===== config.mk =====
export PLATFORM = sky130hd
export DESIGN_NAME = tx_pace_ctrl
export DESIGN_NICKNAME = d
export VERILOG_FILES = /design/src/rtl/tx_pace_pkg.sv /design/src/rtl/tx_gap_timer.sv /design/src/rtl/tx_jabber_guard.sv /design/src/rtl/tx_pause_req.sv /design/src/rtl/tx_pace_ctrl.sv
export SDC_FILE = /design/constraint.sdc
export NUM_CORES = 1
export LEC_CHECK = 0
export CAP_MARGIN = 25
export CORE_MARGIN = 4
export CORE_UTILIZATION = 45
export DETAILED_ROUTE_END_ITERATION = 12
export GPL_ROUTABILITY_DRIVEN = 0
export PLACE_DENSITY = 0.83
export SLEW_MARGIN = 20
export SYNTH_ARGS = -nofsm -noshare
export SYNTH_HDL_FRONTEND = slang
export SYNTH_SLANG_ARGS = --single-unit
export TNS_END_PERCENT = 20

===== constraint.sdc =====
create_clock -name clk_i -period 2.7 [get_ports clk_i]
set_input_delay 0.54 -clock clk_i [delete_from_list [all_inputs] [get_ports clk_i]]
set_output_delay 0.54 -clock clk_i [all_outputs]
set_load 0.02 [all_outputs]

===== src/rtl/tx_pace_pkg.sv =====
package tx_pace_pkg;

  typedef enum logic [2:0] {
    ST_IDLE,
    ST_FRAME,
    ST_PZERO,
    ST_PMAX,
    ST_JAM
  } line_st_e;

  localparam int unsigned MAX_GAP_BITS = 120;
  localparam int unsigned MIN_GAP_BITS = 64;

  // msb clear selects the fixed 96-bit gap; otherwise 64 + 8*k
  function automatic int unsigned gap_bits(input logic [3:0] code);
    if (!code[3]) return 96;
    return MIN_GAP_BITS + 8 * int'(code[2:0]);
  endfunction

endpackage


===== src/rtl/tx_gap_timer.sv =====
module tx_gap_timer #(
  parameter int unsigned BITS_PER_CLK = 4
) (
  input  logic       clk_i,
  input  logic       rst_ni,
  input  logic [3:0] code_i,
  input  logic       load_i,
  output logic       done_o
);
  import tx_pace_pkg::*;

  localparam int unsigned MAX_CLKS = (MAX_GAP_BITS + BITS_PER_CLK - 1) / BITS_PER_CLK;
  localparam int unsigned CW       = $clog2(MAX_CLKS + 1);

  logic [CW-1:0] cnt_q;
  logic [CW-1:0] load_val;

  always_comb begin
    load_val = CW'((gap_bits(code_i) + BITS_PER_CLK - 1) / BITS_PER_CLK);
  end

  always_ff @(posedge clk_i or negedge rst_ni) begin
    if (!rst_ni)            cnt_q <= '0;
    else if (load_i)        cnt_q <= load_val;
    else if (cnt_q != '0)   cnt_q <= cnt_q - 1'b1;
  end

  assign done_o = (cnt_q == '0);

  // a fresh gap is never already complete
  p_gap_starts_r2: assert property (@(posedge clk_i) disable iff (!rst_ni)
    load_i |=> !done_o);

endmodule


===== src/rtl/tx_jabber_guard.sv =====
module tx_jabber_guard #(
  parameter int unsigned LIMIT_NIB = 4096
) (
  input  logic clk_i,
  input  logic rst_ni,
  input  logic active_i,
  input  logic end_i,
  input  logic jab_dis_i,
  output logic trunc_o
);
  localparam int unsigned NW = $clog2(LIMIT_NIB);
  localparam logic [NW-1:0] LAST = NW'(LIMIT_NIB - 1);

  logic [NW-1:0] nib_q;

  always_ff @(posedge clk_i or negedge rst_ni) begin
    if (!rst_ni)             nib_q <= '0;
    else if (!active_i)      nib_q <= '0;
    else if (nib_q != LAST)  nib_q <= nib_q + 1'b1;
  end

  assign trunc_o = active_i && !jab_dis_i && !end_i && (nib_q == LAST);

  // a cut-off only happens inside a frame that was already running
  p_trunc_in_frame_r5: assert property (@(posedge clk_i) disable iff (!rst_ni)
    trunc_o |-> $past(active_i));

endmodule


===== src/rtl/tx_pause_req.sv =====
module tx_pause_req (
  input  logic clk_i,
  input  logic rst_ni,
  input  logic set_zero_i,
  input  logic set_max_i,
  input  logic done_zero_i,
  input  logic done_max_i,
  output logic pend_zero_o,
  output logic pend_max_o
);
  always_ff @(posedge clk_i or negedge rst_ni) begin
    if (!rst_ni) begin
      pend_zero_o <= 1'b0;
      pend_max_o  <= 1'b0;
    end else begin
      if (set_zero_i)       pend_zero_o <= 1'b1;
      else if (done_zero_i) pend_zero_o <= 1'b0;
      if (set_max_i)        pend_max_o  <= 1'b1;
      else if (done_max_i)  pend_max_o  <= 1'b0;
    end
  end

  // a bit only drops when its own pause frame has finished
  p_max_clear_r7: assert property (@(posedge clk_i) disable iff (!rst_ni)
    $fell(pend_max_o) |-> $past(done_max_i));
  p_zero_clear_r7: assert property (@(posedge clk_i) disable iff (!rst_ni)
    $fell(pend_zero_o) |-> $past(done_zero_i));

endmodule


===== src/rtl/tx_pace_ctrl.sv =====
module tx_pace_ctrl #(
  parameter int unsigned BITS_PER_CLK = 4,
  parameter int unsigned JAB_BYTES    = 2048,
  parameter int unsigned NIB_PER_BYTE = 2,
  parameter int unsigned FREE_W       = 12,
  parameter int unsigned PAUSE_W      = 16
) (
  input  logic               clk_i,
  input  logic               rst_ni,
  input  logic [3:0]         gap_code_i,
  input  logic               jab_dis_i,
  input  logic               full_duplex_i,
  input  logic               frm_avail_i,
  input  logic               frm_end_i,
  input  logic               pause_zero_set_i,
  input  logic               pause_max_set_i,
  input  logic [FREE_W-1:0]  rx_free_i,
  input  logic [FREE_W-1:0]  hw_thresh_i,
  output logic               grant_o,
  output logic               pause_go_o,
  output logic [PAUSE_W-1:0] pause_val_o,
  output logic               jam_o,
  output logic               trunc_o,
  output logic               pend_zero_o,
  output logic               pend_max_o
);
  import tx_pace_pkg::*;

  localparam int unsigned LIMIT_NIB    = JAB_BYTES * NIB_PER_BYTE;
  localparam int unsigned MIN_GAP_CLKS = (MIN_GAP_BITS + BITS_PER_CLK - 1) / BITS_PER_CLK;

  line_st_e st_q, st_d;
  logic     gap_done, gap_load, bp, launch, in_tx, tx_end;
  logic     done_zero, done_max, pend_any;

  tx_gap_timer #(.BITS_PER_CLK(BITS_PER_CLK)) u_gap (
    .clk_i  (clk_i),
    .rst_ni (rst_ni),
    .code_i (gap_code_i),
    .load_i (gap_load),
    .done_o (gap_done)
  );

  tx_jabber_guard #(.LIMIT_NIB(LIMIT_NIB)) u_jab (
    .clk_i     (clk_i),
    .rst_ni    (rst_ni),
    .active_i  (in_tx),
    .end_i     (frm_end_i),
    .jab_dis_i (jab_dis_i),
    .trunc_o   (trunc_o)
  );

  tx_pause_req u_pause (
    .clk_i       (clk_i),
    .rst_ni      (rst_ni),
    .set_zero_i  (pause_zero_set_i),
    .set_max_i   (pause_max_set_i),
    .done_zero_i (done_zero),
    .done_max_i  (done_max),
    .pend_zero_o (pend_zero_o),
    .pend_max_o  (pend_max_o)
  );

  assign bp       = !full_duplex_i && (rx_free_i < hw_thresh_i);
  assign in_tx    = (st_q == ST_FRAME) || (st_q == ST_PZERO) || (st_q == ST_PMAX);
  assign tx_end   = in_tx && (frm_end_i || trunc_o);
  assign pend_any = pend_zero_o || pend_max_o;
  assign launch   = (st_q == ST_IDLE) && gap_done && !bp;

  assign pause_go_o  = launch && pend_any;
  assign pause_val_o = pend_max_o ? {PAUSE_W{1'b1}} : {PAUSE_W{1'b0}};
  assign grant_o     = launch && !pend_any && frm_avail_i;
  assign jam_o       = (st_q == ST_JAM);

  assign done_zero = (st_q == ST_PZERO) && tx_end;
  assign done_max  = (st_q == ST_PMAX)  && tx_end;
  assign gap_load  = tx_end || ((st_q == ST_JAM) && !bp);

  always_comb begin
    st_d = st_q;
    unique case (st_q)
      ST_IDLE: begin
        if (gap_done && bp)   st_d = ST_JAM;
        else if (pause_go_o)  st_d = pend_max_o ? ST_PMAX : ST_PZERO;
        else if (grant_o)     st_d = ST_FRAME;
      end
      ST_FRAME, ST_PZERO, ST_PMAX: if (tx_end) st_d = ST_IDLE;
      ST_JAM:                  if (!bp)   st_d = ST_IDLE;
      default:                            st_d = ST_IDLE;
    endcase
  end

  always_ff @(posedge clk_i or negedge rst_ni) begin
    if (!rst_ni) st_q <= ST_IDLE;
    else         st_q <= st_d;
  end

  // ---- assertions ----
  logic [7:0] idle_run_q;
  logic       seen_end_q;

  always_ff @(posedge clk_i or negedge rst_ni) begin
    if (!rst_ni) begin
      idle_run_q <= '0;
      seen_end_q <= 1'b0;
    end else if (gap_load) begin
      idle_run_q <= '0;
      seen_end_q <= 1'b1;
    end else if (!in_tx && !jam_o && idle_run_q != 8'hFF) begin
      idle_run_q <= idle_run_q + 1'b1;
    end
  end

  // never fewer idle clocks than the shortest selectable gap
  p_min_gap_r3: assert property (@(posedge clk_i) disable iff (!rst_ni)
    ((grant_o || pause_go_o) && seen_end_q) |-> (idle_run_q >= 8'(MIN_GAP_CLKS)));

  // start strobes are single-cycle and mutually exclusive
  p_one_start_r4: assert property (@(posedge clk_i) disable iff (!rst_ni)
    $onehot0({grant_o, pause_go_o}));
  p_grant_pulse_r4: assert property (@(posedge clk_i) disable iff (!rst_ni)
    grant_o |=> !grant_o && !pause_go_o);

  // no data frame while a pause request is waiting
  p_pause_first_r8: assert property (@(posedge clk_i) disable iff (!rst_ni)
    grant_o |-> !pend_zero_o && !pend_max_o);

  // jam only begins in half duplex
  p_jam_half_r10: assert property (@(posedge clk_i) disable iff (!rst_ni)
    $rose(jam_o) |-> $past(!full_duplex_i));

endmodule


==> run summary <==
status: completed
final hold viol count: 0
HP Class: reg2reg
crit path kind: in2out
Initial DRT Pass Iterations: 4
VDD IR max: 0.000773 V
DR vias: 1,421
RSZ-0062 raised after global routing: true
leak pwr: 0.00109 uW
fin crit share: 97.4%
Wirelength per Cell: 13.8 um
port bufs: 57
Crit path required time: 2.16 ns
register area: 551 sq um
Reg clk slew, reported paths: 0.07 ns
footprint of the multi-input gates: 0.00103 sq mm
clock sink total: 22
number of buffers created by CTS: 3
Total Power: 1220 uW
CTS tree: done
total die area: 0.00471 sq mm
fmax: 380 MHz
syn nets: 227
remaining antenna violation count: 0
Power Density: 499 mW/mm^2
Mapped Cells: 177
number of remaining DRC errors: 0
Cell Count Post-Placement: 272
syn avg cell area: 9.35 sq um
min cycle time layout: 2.63 ns
dpl hpwl: 2920 um
skew final: 0.00775 ns
synth cell count leaders: 22 x dfrtp_1, 20 x nor2_1, 19 x inv_1, 16 x buf_4, 14 x ha_1
Antenna Cells: 0
total grt overflow: 0
Top FF cell, synth: dfrtp_1
core box area: 0.00344 sq mm
Synth Register Bits: 22
initial antenna violation count: 0
Most common cell on crit path: buf_4
Slew headroom: 49.8%
final setup violation count: 0
Slew Limit Fails: 0
largest area contributor in the netlist: dfrtp_1
dpl ws: -0.814 ns
CP Cell Sequence: clkdlybuf4s50_1 -> nand2b_4 -> a2111oi_4 -> nor3_4 -> o21ai_2 -> buf_4 -> nor2_1 -> buf_4
# hold bufs at CTS: 0
CP Data Arrival Time: 2.09 ns
worst setup margin: 0.0707 ns
width of the die: 68.6 um
Vias per Instance: 5.09
row count: 21
total track usage: 16.7%
fin util: 71.3%
Post-Syn Area: 0.00165 sq mm
crit start category: input port
FILL cells: 246
CP Max Fanout: 2
final std cells w/o fill: 279
Max Cap Viol: 0
synth warn: 0
global-route wire length before repair: 5870 um
Distinct cells, synth: 43
synth top area cells: dfrtp_1 33%, ha_1 11%, buf_4 7.3%
sequential area share after synthesis: 33.3%
Die Ht: 68.6 um
WP buf/inv: 3
vias in the first global route: 1,279
cell with the most instances after synthesis: dfrtp_1
H-tree depth: 1
Area growth syn-to-layout: 48.4%
DRT iter0 DRCs: 59
FFs w/ async S/R, synth: 100%
slowest stage delay, CP: 0.42 ns
post-synth top area share: 33.3%
Critical Path End Type: primary output
delay-heaviest family, CP: buffers and inverters
Ports: 58
Longest Clk Path Bufs: 2
Worst-Margin Slew: 0.743 ns
Worst path slowest cell: clkdlybuf4s50_1
root buf cell: clkbuf_8
Post-synth EDFFs: 0
largest net degree at the start of global routing: 23
final-stage net count: 284
routed wire length: 3850 um
later-pin clock latency in the skew report: 0.26 ns
ratio of cells with drive above 1 in the final layout: 26.2%
Initial Util: 48.1%
-- registers in the layout (all words and copies together), names as in the netlist --
register             count
u_jab.nib_q             12
u_gap.cnt_q              5
st_q                     3
u_pause.pend_max_o       1
u_pause.pend_zero_o      1
-- layout make-up --
type	count	area share [%]
Multi-Input combinational cell	118	42.2
Timing Repair Buffer	70	27.2
Sequential cell	22	22.4
Inverter	19	3.01
Tap cell	46	2.34
Clock buffer	3	1.68
Clock inverter	1	1.22
-- logic make-up (layout without fill, tap and decap cells) --
kind of cell / count (synthesis) / count (layout) / share of synthesized area (%)
and+or+nand+nor: 64 / 64 / 21.2
buffers and inverters: 37 / 93 / 12.1
AOI/OAI and AO/OA: 24 / 24 / 14.1
DFF: 22 / 22 / 33.3
adders and majority gates: 14 / 14 / 10.6
xor gates and xnor gates: 12 / 12 / 6.35
muxes: 4 / 4 / 2.42
-- path summary, 6_finish.rpt --
path	start	end	slack (ns)	cells past startpoint
hold reg to reg	u_gap.cnt_q[4]	u_gap.cnt_q[4]	0.55	1
setup reg to reg	u_jab.nib_q[9]	u_gap.cnt_q[3]	0.90	5
min in group asynchronous	rst_ni	u_jab.nib_q[8]	0.61	2
hold / removal	u_gap.cnt_q[4]	u_gap.cnt_q[4]	0.55	1
max in group asynchronous	rst_ni	u_jab.nib_q[1]	1.87	2
setup / recovery	rx_free_i[0]	pause_go_o	0.07	8
-- per-stage QoR --
stage | setup TNS [ns] | hold slack [ns] | cell area, sq um
2_1_floorplan | 0 | 0.244 | 1650
3_5_place_dp | -1.69 | 0.525 | 2230
4_1_cts | -0.0473 | 0.542 | 2350
5_1_grt | -0.0152 | 0.582 | 2450
3_3_place_gp | -1.55 | 0.520 | 2230
6_report | 0 | 0.545 | 2450
-- per-layer routing --
layer | GRT usage (%) | routed length, um | up-vias
met3 | 3.40 | 213 | 8
li1 | - | - | 706
met5 | 0 | 0 | -
met4 | 6.70 | 89 | 0
met1 | 20.7 | 1600 | 657
met2 | 28.2 | 1940 | 50
-- cells in the final DEF, fill, tap and decap left out, types with 2 or more instances in the layout --
master and instances:
a211o_1 2, a211oi_1 2, a21o_1 3, a21oi_1 4, and2_1 2, buf_4 15
buf_6 7, clkbuf_8 3, clkdlybuf4s15_1 5, clkdlybuf4s50_1 33, dfrtp_1 22, dlygate4sd2_1 6
dlymetal6s2s_1 3, ha_1 5, ha_4 9, inv_1 10, inv_2 8, mux2i_1 4
nand2_1 10, nand2_2 2, nand3_1 3, nand4_1 4, nand4b_1 2, nor2_1 20
nor3_1 6, nor4_1 2, o32ai_1 2, or2_2 2, xnor2_1 5, xor2_1 7
-- where the power goes --
part / internal (uW) / switching (uW) / total, uW
registers: 388 / 54.7 / 443
clock network: 198 / 101 / 299
logic: 242 / 240 / 482
total: 828 / 396 / 1220
-- what timing repair did --
item,in CTS,in global routing
buffers inserted,3,0
pin swaps,14,13
endpoints found under the setup margin,3,2
resized for setup,71,23
Note: power is estimated with default switching activity, not from simulation.
